`config.mk`:
```
export PLATFORM = sky130hd
export DESIGN_NAME = pwm_trap_ctrl
export DESIGN_NICKNAME = d
export VERILOG_FILES = /design/src/rtl/trap_pkg.sv /design/src/rtl/trap_cfg_regs.sv /design/src/rtl/trap_sync.sv /design/src/rtl/trap_fsm.sv /design/src/rtl/trap_gate.sv /design/src/rtl/pwm_trap_ctrl.sv
export SDC_FILE = /design/constraint.sdc
export NUM_CORES = 1
export LEC_CHECK = 0
export BUFFER_PORTS_ARGS = -buffer_cell sky130_fd_sc_hd__buf_4
export CAP_MARGIN = 20
export CORE_MARGIN = 2
export CORE_UTILIZATION = 44
export DETAILED_ROUTE_END_ITERATION = 8
export PLACE_DENSITY = 0.8
export REMOVE_ABC_BUFFERS = 1
export SLEW_MARGIN = 10
export SYNTH_ARGS = -nofsm -noshare
export SYNTH_HDL_FRONTEND = slang
export SYNTH_SLANG_ARGS = --single-unit
export TNS_END_PERCENT = 5
```
`constraint.sdc`:
```
create_clock -name clk -period 1.35 [get_ports clk]
set_input_delay 0.0675 -clock clk [delete_from_list [all_inputs] [get_ports clk]]
set_output_delay 0.0675 -clock clk [all_outputs]
set_load 0.02 [all_outputs]
```
`src/rtl/trap_pkg.sv`:
```
package trap_pkg;
    typedef enum logic [1:0] {
        EXIT_T1_UP = 2'b00,
        EXIT_T2    = 2'b01,
        EXIT_RSVD  = 2'b10,
        EXIT_NOW   = 2'b11
    } exit_mode_e;

    typedef enum logic [1:0] {
        ST_RUN     = 2'b00,
        ST_FLAGGED = 2'b01,
        ST_HOLD    = 2'b10
    } trap_st_e;

    typedef struct packed {
        exit_mode_e exit_mode;
        logic       sw_clear;
        logic       out_en;
        logic       aux_en;
        logic       pin_en;
    } trap_cfg_t;
endpackage

```
`src/rtl/trap_cfg_regs.sv`:
```
module trap_cfg_regs
    import trap_pkg::*;
#(
    parameter int NUM_CH = 6
) (
    input  logic              clk,
    input  logic              rst_n,
    input  logic              we,
    input  trap_cfg_t         cfg_d,
    input  logic [NUM_CH-1:0] passive_d,
    input  logic              aux_passive_d,
    output trap_cfg_t         cfg_q,
    output logic [NUM_CH-1:0] passive_q,
    output logic              aux_passive_q
);
    always_ff @(posedge clk or negedge rst_n) begin
        if (!rst_n) begin
            cfg_q         <= '{exit_mode: EXIT_T1_UP, default: 1'b0};
            passive_q     <= '0;
            aux_passive_q <= 1'b0;
        end else if (we) begin
            cfg_q         <= cfg_d;
            passive_q     <= passive_d;
            aux_passive_q <= aux_passive_d;
        end
    end
endmodule

```
`src/rtl/trap_sync.sv`:
```
module trap_sync #(
    parameter int STAGES = 2
) (
    input  logic clk,
    input  logic rst_n,
    input  logic din,
    output logic dout
);
    logic [STAGES-1:0] chain;

    generate
        for (genvar s = 0; s < STAGES; s++) begin : g_stage
            if (s == 0) begin : g_first
                always_ff @(posedge clk or negedge rst_n) begin
                    if (!rst_n) chain[0] <= 1'b1;
                    else        chain[0] <= din;
                end
            end else begin : g_next
                always_ff @(posedge clk or negedge rst_n) begin
                    if (!rst_n) chain[s] <= 1'b1;
                    else        chain[s] <= chain[s-1];
                end
            end
        end
    endgenerate

    assign dout = chain[STAGES-1];
endmodule

```
`src/rtl/trap_fsm.sv`:
```
module trap_fsm
    import trap_pkg::*;
(
    input  logic       clk,
    input  logic       rst_n,
    input  exit_mode_e exit_mode,
    input  logic       sw_clear_mode,
    input  logic       set_req,
    input  logic       sw_clr,
    input  logic       pin_idle,
    input  logic       t1_zero_up,
    input  logic       t2_zero,
    output logic       trap_flag,
    output logic       trap_state
);
    trap_st_e st_q, st_d;
    logic     clr_cond;
    logic     exit_hit;

    always_comb begin
        clr_cond = sw_clear_mode ? sw_clr : pin_idle;
        unique case (exit_mode)
            EXIT_T1_UP: exit_hit = t1_zero_up;
            EXIT_T2:    exit_hit = t2_zero;
            default:    exit_hit = 1'b1;
        endcase
    end

    always_ff @(posedge clk or negedge rst_n) begin
        if (!rst_n) st_q <= ST_RUN;
        else        st_q <= st_d;
    end

    always_comb begin
        st_d = st_q;
        unique case (st_q)
            ST_RUN: begin
                if (set_req) st_d = ST_FLAGGED;
            end
            ST_FLAGGED: begin
                if (!set_req && clr_cond) st_d = ST_HOLD;
            end
            ST_HOLD: begin
                if (set_req)       st_d = ST_FLAGGED;
                else if (exit_hit) st_d = ST_RUN;
            end
            default: st_d = ST_RUN;
        endcase
    end

    always_comb begin
        trap_flag  = (st_q == ST_FLAGGED);
        trap_state = (st_q != ST_RUN);
    end
endmodule

```
`src/rtl/trap_gate.sv`:
```
module trap_gate #(
    parameter int NUM_CH = 6
) (
    input  logic              trap_state,
    input  logic              out_en,
    input  logic              aux_en,
    input  logic [NUM_CH-1:0] passive,
    input  logic              aux_passive,
    input  logic [NUM_CH-1:0] pwm_in,
    input  logic              aux_in,
    output logic [NUM_CH-1:0] pwm_out,
    output logic              aux_out
);
    logic force_ch;
    assign force_ch = out_en & trap_state;

    generate
        for (genvar c = 0; c < NUM_CH; c++) begin : g_ch
            assign pwm_out[c] = force_ch ? passive[c] : pwm_in[c];
        end
    endgenerate

    assign aux_out = (aux_en & trap_state) ? aux_passive : aux_in;
endmodule

```
`src/rtl/pwm_trap_ctrl.sv`:
```
module pwm_trap_ctrl
    import trap_pkg::*;
#(
    parameter int NUM_CH      = 6,
    parameter int SYNC_STAGES = 2
) (
    input  logic              clk,
    input  logic              rst_n,
    input  logic              cfg_we,
    input  logic [1:0]        cfg_exit_mode,
    input  logic              cfg_sw_clear,
    input  logic              cfg_out_en,
    input  logic              cfg_aux_en,
    input  logic              cfg_pin_en,
    input  logic [NUM_CH-1:0] cfg_passive,
    input  logic              cfg_aux_passive,
    input  logic              sw_set,
    input  logic              sw_clr,
    input  logic              trap_pin_n,
    input  logic [NUM_CH-1:0] pwm_in,
    input  logic              aux_pwm_in,
    input  logic              t1_zero_up,
    input  logic              t2_zero,
    output logic [NUM_CH-1:0] pwm_out,
    output logic              aux_pwm_out,
    output logic              trap_flag,
    output logic              trap_state
);
    trap_cfg_t         cfg_d, cfg_q;
    logic [NUM_CH-1:0] passive_q;
    logic              aux_passive_q;
    logic              pin_s;
    logic              pin_act;
    logic              set_req;

    assign cfg_d = '{exit_mode: exit_mode_e'(cfg_exit_mode),
                     sw_clear:  cfg_sw_clear,
                     out_en:    cfg_out_en,
                     aux_en:    cfg_aux_en,
                     pin_en:    cfg_pin_en};

    trap_cfg_regs #(.NUM_CH(NUM_CH)) u_regs (
        .clk           (clk),
        .rst_n         (rst_n),
        .we            (cfg_we),
        .cfg_d         (cfg_d),
        .passive_d     (cfg_passive),
        .aux_passive_d (cfg_aux_passive),
        .cfg_q         (cfg_q),
        .passive_q     (passive_q),
        .aux_passive_q (aux_passive_q)
    );

    trap_sync #(.STAGES(SYNC_STAGES)) u_sync (
        .clk   (clk),
        .rst_n (rst_n),
        .din   (trap_pin_n),
        .dout  (pin_s)
    );

    assign pin_act = cfg_q.pin_en & ~pin_s;
    assign set_req = pin_act | sw_set;

    trap_fsm u_fsm (
        .clk           (clk),
        .rst_n         (rst_n),
        .exit_mode     (cfg_q.exit_mode),
        .sw_clear_mode (cfg_q.sw_clear),
        .set_req       (set_req),
        .sw_clr        (sw_clr),
        .pin_idle      (pin_s),
        .t1_zero_up    (t1_zero_up),
        .t2_zero       (t2_zero),
        .trap_flag     (trap_flag),
        .trap_state    (trap_state)
    );

    trap_gate #(.NUM_CH(NUM_CH)) u_gate (
        .trap_state  (trap_state),
        .out_en      (cfg_q.out_en),
        .aux_en      (cfg_q.aux_en),
        .passive     (passive_q),
        .aux_passive (aux_passive_q),
        .pwm_in      (pwm_in),
        .aux_in      (aux_pwm_in),
        .pwm_out     (pwm_out),
        .aux_out     (aux_pwm_out)
    );
endmodule

```
After elaboration in Yosys (flattened, before gate mapping)
Index checks and enable logic that the tools add are counted.

Bits in registers: 17. Bits in latches: 0. RAM bits: 0. Bits in read-only memories: 0. Input bits: 28. Output and inout port bits: 9. Logic and storage cells: 41. Memories: 0.

$add $sub $neg: 0. $mul: 0. Divide/modulo/power cells: 0. Magnitude comparators: 0. Equality and inequality tests: 6. Shifts and indexed selects: 0. Multiplexer cells: 14. Bitwise logic cells: 5. Reductions and logical operators: 6.

Operators by type and width (number): 2-to-1 mux 1 bit (8); 2-to-1 mux 2 bit (4); one-hot mux 2 bit (3 select lines) (1); equality test 2 x 1 -> 1 bit (second input constant) (2); zero test 2 bit (2); != test 2 x 1 -> 1 bit (second input constant) (2); bitwise AND 1 bit (3); != test 3 x 1 -> 1 bit (second input constant) (1); AND reduction 3 bit (1); equality test 2 bit (second input constant) (1); one-hot mux 1 bit (2 select lines) (1); nonzero test 2 bit (1); logical AND 1 bit (1); zero test 1 bit (1); NOT 1 bit (1); OR 1 bit (1).

Longest topological paths before layout
Gate-level depths: netlist of the first run.

Depth in word-level cells: 7. Depth in mapped cells: 3. Gate-level depth less buffers: 3.

Cells and area by module
A second synthesis of the first run with hierarchy kept.

Cells, all modules: 52. Area total of the unflattened synthesis: 829.5 um^2.

By module, submodules not included: trap_cfg_regs (times used 1, cells each 27, area an instance 520.5 um^2); trap_fsm (times used 1, cells each 12, area an instance 128.9 um^2); trap_gate (times used 1, cells each 9, area an instance 116.4 um^2); trap_sync (times used 1, cells each 2, area an instance 52.6 um^2); pwm_trap_ctrl (times used 1, cells each 2, area an instance 11.3 um^2).

Worst setup path after synthesis of the first run
No wires, ideal clock.

Path kind: flip-flop to output port. Start: register u_fsm.st_q[0]. End: output port pwm_out[0]. Arrival: 1.134 ns. Required time: 1.283 ns. Path slack: 0.149 ns. Stages on the path, launching flop included: 4. Cells stage by stage: dfrtp_1 > or2_4 > nand2_8 > mux2_4.

Cells in the longest elaborated chain, start to end: 3.

RTL lines: start, declared (RTL line trap_fsm.sv:16) `trap_st_e st_q, st_d;`; start signal, assigned (RTL line trap_fsm.sv:31) `else st_q <= st_d;`; nonzero test 2 bit (RTL line trap_fsm.sv:53) `trap_state = (st_q != ST_RUN);`; net trap_state (RTL line pwm_trap_ctrl.sv:27) `output logic trap_state`; bitwise AND 1 bit (RTL line trap_gate.sv:15) `assign force_ch = out_en & trap_state;`; 2-to-1 mux 1 bit (RTL line trap_gate.sv:19) `assign pwm_out[c] = force_ch ? passive[c] : pwm_in[c];`; end, declared (RTL line pwm_trap_ctrl.sv:24) `output logic [NUM_CH-1:0] pwm_out,`.

The timed path passes the listed nets, and every way through them passes these cells.

Worst setup path after layout of the first run
Start: register u_fsm.st_q[0]. End: output port pwm_out[0].

Cells in the longest elaborated chain, start to end: 3.

RTL lines (RTL line): nonzero test 2 bit (trap_fsm.sv:53); bitwise AND 1 bit (trap_gate.sv:15); 2-to-1 mux 1 bit (trap_gate.sv:19).

Every way passes these cells.

==> results of run 1 <==
[cell usage after synthesis]
master / n
mux2_2: 12
nor2b_1: 1
nand2_8: 1
nand2_1: 2
nand3b_1: 1
o2bb2ai_1: 1
o221ai_1: 1
dfrtp_1: 15
o32ai_1: 1
buf_4: 1
or2_4: 1
a211o_1: 1
dfstp_2: 2
o21ai_0: 1
a21oi_1: 1
inv_1: 4
mux2_4: 7
nor2_1: 1
mux2i_1: 1
[layer usage]
metal,GRT usage,part of all wire,vias up
li1,-,-,291
met1,0.183,0.38,285
met2,0.264,0.51,26
met3,0.0235,0.090,2
met4,0.117,0.019,0
met5,0,0,-
[final timing paths]
check | endpoint | slack, ps | startpoint | cells after the start
max | pwm_out[0] | -210 | u_fsm.st_q[0] | 4
min | u_regs.cfg_q[5] | 7 | cfg_exit_mode[1] | 2
max reg2reg | u_fsm.st_q[1] | 270 | u_fsm.st_q[0] | 4
min reg2reg | u_sync.dout | 360 | u_sync.chain[0] | 0
max in group asynchronous | u_sync.chain[0] | 930 | rst_n | 2
min in group asynchronous | u_regs.cfg_q[1] | 170 | rst_n | 2
[power groups by stage]
stage	logic (mW)	clock network (mW)	registers [mW]
after floorplan	0.393	0	0.619
after global placement	0.642	0	0.617
after detailed placement	0.656	0	0.620
after CTS	0.699	0.275	0.610
after global routing	0.780	0.297	0.618
final	0.732	0.264	0.609
[sequential cells by signal (all words and copies together) (netlist names)]
signal / count
u_regs.passive_q: 6
u_regs.aux_passive_q: 1
u_fsm.st_q: 2
u_sync.chain: 1
u_sync.dout: 1
u_regs.cfg_q: 6
[cell type report]
| type | count | share of cell area |
|---|---|---|
| clock buffers | 4 | 0.0214 |
| well taps | 25 | 0.0255 |
| multi-input cells | 33 | 0.288 |
| flip-flops and latches | 17 | 0.349 |
| inverters | 4 | 0.0122 |
| repair buffers | 45 | 0.304 |
[cell families after synthesis]
group	Yosys count
AOI/OAI and AO/OA	6
buffers and inverters	5
DFF	17
muxes	20
and+or+nand+nor	7
[per-stage QoR]
stage | instances | util | setup WS (ps) | total power, mW | setup TNS (ps)
after floorplan | 54 | - | 149 | 1.01 | 0
after global placement | 117 | 0.642 | 94.7 | 1.26 | 0
after detailed placement | 117 | 0.642 | 73.8 | 1.28 | 0
after CTS | 124 | 0.686 | -217 | 1.58 | -1500
after global routing | 128 | 0.711 | -259 | 1.70 | -1780
final | 128 | 0.711 | -214 | 1.61 | -1470
[what timing repair did]
| action | in CTS | in global routing |
|---|---|---|
| endpoints found under the hold margin | 18 | 3 |
| resized for setup | 6 | 2 |
| setup endpoints to repair | 7 | 8 |
| hold buffers | 2 | 3 |
| buffers inserted | 1 | 1 |
| pin swaps | 2 | 1 |
[critical path, cell delays in order (launching register included)]
cell,delay [ps]
dfrtp_1,390
or2_4,290
nand2_8,100
mux2_4,310
buf_6,130
==> out/metrics.yaml, run 1 <==
status: "finished with violations"
violations: "negative setup slack"
worstSetupEndpointType: "output port"
clk_path_buf_depth: 2
combinationalPowerShare: 0.456
boundaryPins: 37
synth_area_leader_cell: "dfrtp_1"
p_per_area_mw_per_mm2: 1310
dieArea_mm2: 0.00217
multi_input_area_um2: 354
drtIter0Drc: 1
p_sw_uw: 498
crit_type: "reg -> out"
synthCells: 55
grt_pass1_wl_mm: 2.35
worst_pin_slew_ps: 245
setup_viol: 7
clk_latency_ps: 280
rsz0062_at_grt: "yes"
diodes: 0
cap_violations: 0
relSlewSlack: 0.837
io_buffers: 36
std_cell_rows: 15
finish.instance_area_mm2: 0.00123
cp_max_fo: 6
htreeDepth: 1
cts_tree: "done"
antenna_found_initial: 0
synth_top_family_by_area: "multiplexers"
synth_xor_xnor_area_share: 0
ir_drop_mv: 0.672
synth_mux_area_frac: 0.313
yosysUniqueCellTypes: 19
pwr-share-seq: 0.379
synth_fa_ha_area_frac: 0
ys_seq_area_frac: 0.535
grt_pass1_vias: 573
cp.arrival_ps: 1500
clock_skew_ps: 7.70
cp.required_ps: 1280
fmaxAchievable_mhz: 639
synthTopCellsByArea: "dfrtp_1 (47%), mux2_2 (17%), mux2_4 (13%), dfstp_2 (6.6%), nand2_8 (2.5%)"
period_minus_slack_ps: 1560
hold_ws_ps: 6.98
hold_viol: 0
post-route-period-util: 1.16
layout-drive-gt1-share: 0.660
place_area_mm2: 0.00111
area_delta_synth_final_pct: 53.5
mostFrequentLayoutCells: "buf_4 (34), dfrtp_1 (15), mux2_2 (12), mux2_4 (7), buf_6 (6)"
intPower_mw: 1.11
routed_wl_mm: 1.55
final_net_count: 132
syn_avg_cell_area_um2: 14.5
fillCellCount: 131
drc: 0
dr.pass1.iters: 4
swShare: 0.310
grt_usage: 0.159
maxSlewViolCount: 0
synth_warnings: 0
start_util: 0.463
via_count: 604
cts_inserted_buffers: 3
netlist_area_um2: 800
clockRootBuffer: "clkbuf_4"
cts_sinks: 17
regArea_um2: 428
routedWlPerCell_um: 12.1
critPathLaunchType: "flip-flop"
pwr-share-clk: 0.165
worst_slack_ps: -214
grt_max_degree: 18
yosys.area_share.simple: 0.0673
die_x_um: 46.6
clk_pin_slew_ps: 100
coreArea_mm2: 0.00173
yosys.area.top_type_share: 0.469
dp_hpwl_mm: 1.14
ant_nets: 0
leakage_nw: 0.598
place_congestion: 0.705
grt-ovfl-total: 0
hp-class: "in -> reg"
via_per_inst: 4.72
synth-compound-area-share: 0.0563
final_common_cell: "buf_4"
ys_ff_latch: 17
die_h_um: 46.6
Power figures use the tool's default switching activity.
==> inputs of run 2 (changes only) <==
- BUFFER_PORTS_ARGS: -buffer_cell sky130_fd_sc_hd__buf_4 -> -buffer_cell sky130_fd_sc_hd__buf_2
==> run 2 against run 1 <==
- the run still ends with negative setup slack left
- fmax fell by 1.2%
- register-to-register slack got worse by 170 ps
- critical path depth did not move
- clock skew fell by 4.9 ps
- design area rose by 1.5%
- non-clock buffer count rose by 8
- critical path type unchanged
- largest power group unchanged
==> out/metrics.yaml, run 2 (synthesized netlist as in run 1, its figures left out) <==
cts_tree: "done"
cp.arrival_ps: 1520  # +20 ps
clk_pin_slew_ps: 90  # about the same
rsz0062_at_grt: "yes"
maxSlewViolCount: 0  # unchanged
final_common_cell: "buf_2"
path_buf_inv: 1  # unchanged
layoutNonFillerInstCount: 136  # +6.3%
clockRootBuffer: "clkbuf_4"
boundaryPins: 37  # unchanged
status: "finished with violations"
clk_latency_ps: 290  # about the same
multi_input_area_um2: 354  # unchanged
p_per_area_mw_per_mm2: 1310  # about the same
final_net_count: 140  # +6.1%
setup_viol: 8  # +1
via_per_inst: 4.62  # -2.1%
grt_usage: 0.172  # +0.0132
cts_inserted_buffers: 3  # unchanged
diodes: 0  # unchanged
fillCellCount: 131  # unchanged
dieArea_mm2: 0.00217  # unchanged
drtIter0Drc: 6  # +5
worstSetupEndpointType: "output port"
hold_viol: 0  # unchanged
path_cells: "or2_4, nand2_8, mux2_4, buf_6"
cap_violations: 0  # unchanged
ant_nets: 0  # unchanged
regArea_um2: 428  # unchanged
clk_path_buf_depth: 2  # unchanged
cts_sinks: 17  # unchanged
dp_cells: 117  # unchanged
dr.pass1.iters: 2  # -2
routedWlPerCell_um: 11.4  # -5.4%
leakage_nw: 0.611  # +2.0%
largest_registers: "u_regs.cfg_q (6), u_regs.passive_q (6), u_fsm.st_q (2)"
die_x_um: 46.6  # unchanged
critPathLaunchType: "flip-flop"
coreArea_mm2: 0.00173  # unchanged
violations: "negative setup slack"
drc: 0  # unchanged
period_minus_slack_ps: 1580  # +18.7 ps
antenna_found_initial: 0  # unchanged
hp-class: "in -> reg"
cp_slowest_cell: "dfrtp_1"
layout-drive-gt1-share: 0.631  # -0.0296
fin_util: 0.722  # +0.0109
worst_slack_ps: -233  # -18.7 ps
preCtsSetupSlack_ps: 81.2  # +7.48 ps
place_congestion: 0.681  # -3.3%
cp.required_ps: 1280  # about the same
post-route-period-util: 1.17  # +0.0139
die_h_um: 46.6  # unchanged
fmaxAchievable_mhz: 632  # -1.2%
routed_wl_mm: 1.56  # +0.52%
mostFrequentLayoutCells: "buf_2 (28), dfrtp_1 (15), dlygate4sd3_1 (13), mux2_2 (12), buf_6 (8)"
io_buffers: 36  # unchanged
grt_pass1_wl_mm: 2.46  # +4.7%
area_delta_synth_final_pct: 55.9
setup_tns_ps: -1560  # -98.8 ps
grt_pass1_vias: 610  # +6.5%
std_cell_rows: 15  # unchanged
clock_skew_ps: 2.84  # -4.86 ps
worst_pin_slew_ps: 383  # +138 ps
ir_drop_mv: 0.750  # +12%
htreeDepth: 1  # unchanged
crit_type: "reg -> out"
critical-path-top-delay-family: "flip-flops"
via_count: 628  # +4.0%
critPathMaxStageDelay_ps: 400  # about the same
cp_max_fo: 6  # unchanged
relSlewSlack: 0.745  # -0.0922
grt-ovfl-total: 0  # unchanged
start_util: 0.463  # unchanged
dp_hpwl_mm: 1.02  # -10%
grt_max_degree: 18  # unchanged
run 2: worst reg2reg max path, cell delays in order (launching register included):
cell and delay [ps]:
dfrtp_1 400, buf_4 130, buf_4 120, buf_4 130, a211o_1 220, o32ai_1 150
run 2: path summary, 6_finish.rpt:
path                       slack (ps)  depth (start not counted)            start              endpoint
min in group asynchronous         240                          2            rst_n  u_regs.aux_passive_q
setup reg to reg                  100                          5    u_fsm.st_q[0]         u_fsm.st_q[1]
max in group asynchronous         790                          2            rst_n       u_sync.chain[0]
hold / removal                     20                          2   cfg_passive[3]   u_regs.passive_q[3]
setup / recovery                 -230                          4    u_fsm.st_q[0]            pwm_out[2]
hold reg to reg                   360                          0  u_sync.chain[0]           u_sync.dout
run 2: timing repair:
| item | 4_1_cts | 5_1_grt |
|---|---|---|
| setup endpoints to repair | 7 | 8 |
| endpoints found under the hold margin | 29 | 0 |
| buffers inserted | 1 | 1 |
| hold buffers | 13 | 0 |
| gates cloned | 0 | 0 |
| pin swaps | 3 | 1 |
| gates resized for setup | 15 | 4 |
run 2: area by class of cell:
type	instances	share of cell area
inverters	4	0.0120
multi-input cells	33	0.284
flip-flops and latches	17	0.343
repair buffers	53	0.313
clock inverters	1	0.00402
clock buffers	3	0.0181
well taps	25	0.0251
run 2: through the flow:
step | power, mW | hold WS, ps | area, µm²
2_1_floorplan | 1.01 | -228 | 792
3_3_place_gp | 1.19 | 7.67 | 1020
3_5_place_dp | 1.20 | 5.64 | 1020
4_1_cts | 1.59 | 6.37 | 1230
5_1_grt | 1.72 | 7.05 | 1250
6_report | 1.63 | 15.8 | 1250
run 2: where the power goes:
part,switching [mW],total [mW],leakage (nW),internal [mW]
clock,0.154,0.264,0.0177,0.110
sequential,0.0398,0.614,0.198,0.574
combinational,0.323,0.753,0.395,0.430
run 2: layer usage:
layer | vias up | wire, µm | track usage
met5 | - | 0 | 0
met2 | 26 | 764 | 0.275
met3 | 4 | 94 | 0.0353
met1 | 288 | 645 | 0.199
li1 | 310 | - | -
met4 | 0 | 51 | 0.133
==> inputs of run 3 (changes only) <==
- REMOVE_ABC_BUFFERS: 1 -> not set
- SETUP_SLACK_MARGIN: not set -> 0.02
==> run 3 against run 2 <==
- the run still ends with negative setup slack left
- non-clock buffer count decreased by 2
- utilization decreased by 0.94 points
- largest cell class unchanged
- final cell count decreased by 1.5%
- critical path type unchanged
==> out/metrics.yaml, run 3 (synthesized netlist as in run 1, its figures left out) <==
status: "finished with violations"
violations: "negative setup slack"
final_net_count: 138  # -1.4%
rsz0062_at_grt: "yes"
coreArea_mm2: 0.00173  # unchanged
cts_inserted_buffers: 3  # unchanged
final_common_cell: "buf_2"
hp-class: "in -> reg"
place_congestion: 0.766  # +12%
place_area_mm2: 0.00102  # unchanged
post-route-period-util: 1.17  # -0.00691
ir_drop_mv: 0.740  # -1.3%
drtIter0Drc: 6  # unchanged
cp_max_fo: 6  # unchanged
layoutNonFillerInstCount: 134  # -1.5%
p_per_area_mw_per_mm2: 1320  # +0.73%
ant_nets: 0  # unchanged
dp_cells: 117  # unchanged
cp.arrival_ps: 1510  # about the same
worstSetupEndpointType: "output port"
mostFrequentLayoutCells: "buf_2 (28), dfrtp_1 (15), mux2_2 (12), dlygate4sd3_1 (11), buf_6 (8)"
via_count: 629  # +0.16%
grt_usage: 0.168  # -0.00366
largest_registers: "u_regs.cfg_q (6), u_regs.passive_q (6), u_fsm.st_q (2)"
synth.net_count: 83
clockRootBuffer: "clkbuf_4"
grt_max_degree: 18  # unchanged
cts_tree: "done"
die_h_um: 46.6  # unchanged
dr.pass1.iters: 4  # +2
hold_viol: 0  # unchanged
via_per_inst: 4.69  # +1.7%
antenna_found_initial: 0  # unchanged
hold_ws_ps: 4.88  # -10.9 ps
setup_viol: 8  # unchanged
area_delta_synth_final_pct: 53.8
fillCellCount: 132  # +0.76%
clk_path_buf_depth: 2  # unchanged
routed_wl_mm: 1.72  # +11%
grt-ovfl-total: 0  # unchanged
cp.required_ps: 1280  # about the same
cap_violations: 0  # unchanged
boundaryPins: 37  # unchanged
std_cell_rows: 15  # unchanged
leakage_nw: 0.604  # -1.1%
maxSlewViolCount: 0  # unchanged
cts_sinks: 17  # unchanged
critPathLaunchType: "flip-flop"
relSlewSlack: 0.755  # +0.0106
routedWlPerCell_um: 12.9  # +12%
diodes: 0  # unchanged
io_buffers: 36  # unchanged
preCtsSetupSlack_ps: 57.6  # -23.6 ps
regArea_um2: 428  # unchanged
finish.instance_area_mm2: 0.00123  # -1.3%
drc: 0  # unchanged
clk_latency_ps: 290  # about the same
period_minus_slack_ps: 1570  # -9.32 ps
setup_tns_ps: -1520  # +42.2 ps
layout-drive-gt1-share: 0.624  # -0.00678
htreeDepth: 1  # unchanged
clk_pin_slew_ps: 90  # about the same
worst_pin_slew_ps: 367  # -15.9 ps
multi_input_area_um2: 359  # +1.4%
worst_slack_ps: -224  # +9.32 ps
die_x_um: 46.6  # unchanged
grt_pass1_vias: 587  # -3.8%
start_util: 0.463  # unchanged
dieArea_mm2: 0.00217  # unchanged
grt_pass1_wl_mm: 2.42  # -1.9%
crit_type: "reg -> out"
fmaxAchievable_mhz: 635  # +0.59%
clock_skew_ps: 4.97  # +2.13 ps
[run 3: cell types whose count changed in the layout (fill, tap and decap cells not counted), sizes merged]
cell,change
clkbuf,+1
dlygate4sd3,-2
clkinv,-1
[run 3: final timing paths]
path | from | to | slack (ps) | cells after the start
max | u_fsm.st_q[1] | pwm_out[1] | -220 | 4
min | cfg_out_en | u_regs.cfg_q[2] | 5 | 2
max reg2reg | u_fsm.st_q[1] | u_fsm.st_q[1] | 210 | 4
min reg2reg | u_sync.chain[0] | u_sync.dout | 360 | 0
max in group asynchronous | rst_n | u_sync.chain[0] | 820 | 2
min in group asynchronous | rst_n | u_regs.passive_q[4] | 220 | 2
[run 3: area by class of cell]
cell class | instances | area share
Tap cell | 25 | 0.0254
Inverter | 4 | 0.0122
Clock buffer | 4 | 0.0214
Sequential cell | 17 | 0.348
Timing Repair Buffer | 51 | 0.301
Multi-Input combinational cell | 33 | 0.292
[run 3: per-layer routing]
layer	vias up	global-route usage	share of wire
met4	0	0.117	0.026
li1	302	-	-
met1	300	0.183	0.38
met5	-	0	0
met3	5	0.0235	0.044
met2	22	0.297	0.55
[run 3: worst max-delay path: stages, from the launching register on]
cell and delay (ps):
dfrtp_1 390, or2_4 290, nand2_8 100, mux2_4 310, buf_6 130
[run 3: report_power, final]
part / switching [mW] / leakage, nW / total (mW) / internal, mW
registers: 0.0384 / 0.198 / 0.612 / 0.574
logic: 0.333 / 0.390 / 0.742 / 0.409
clock network: 0.152 / 0.0150 / 0.268 / 0.115
[run 3: repair_timing]
item | CTS | global route
endpoints found under the hold margin | 25 | 2
pin swaps | 2 | 1
buffers inserted | 1 | 1
setup endpoints to repair | 7 | 8
resized for setup | 15 | 4
hold buffers | 9 | 2
[run 3: stage by stage]
stage / util / power [mW]
floorplan: - / 1.02
global placement: 0.590 / 1.19
detailed placement: 0.590 / 1.21
CTS: 0.688 / 1.58
global route: 0.712 / 1.71
finish: 0.712 / 1.62
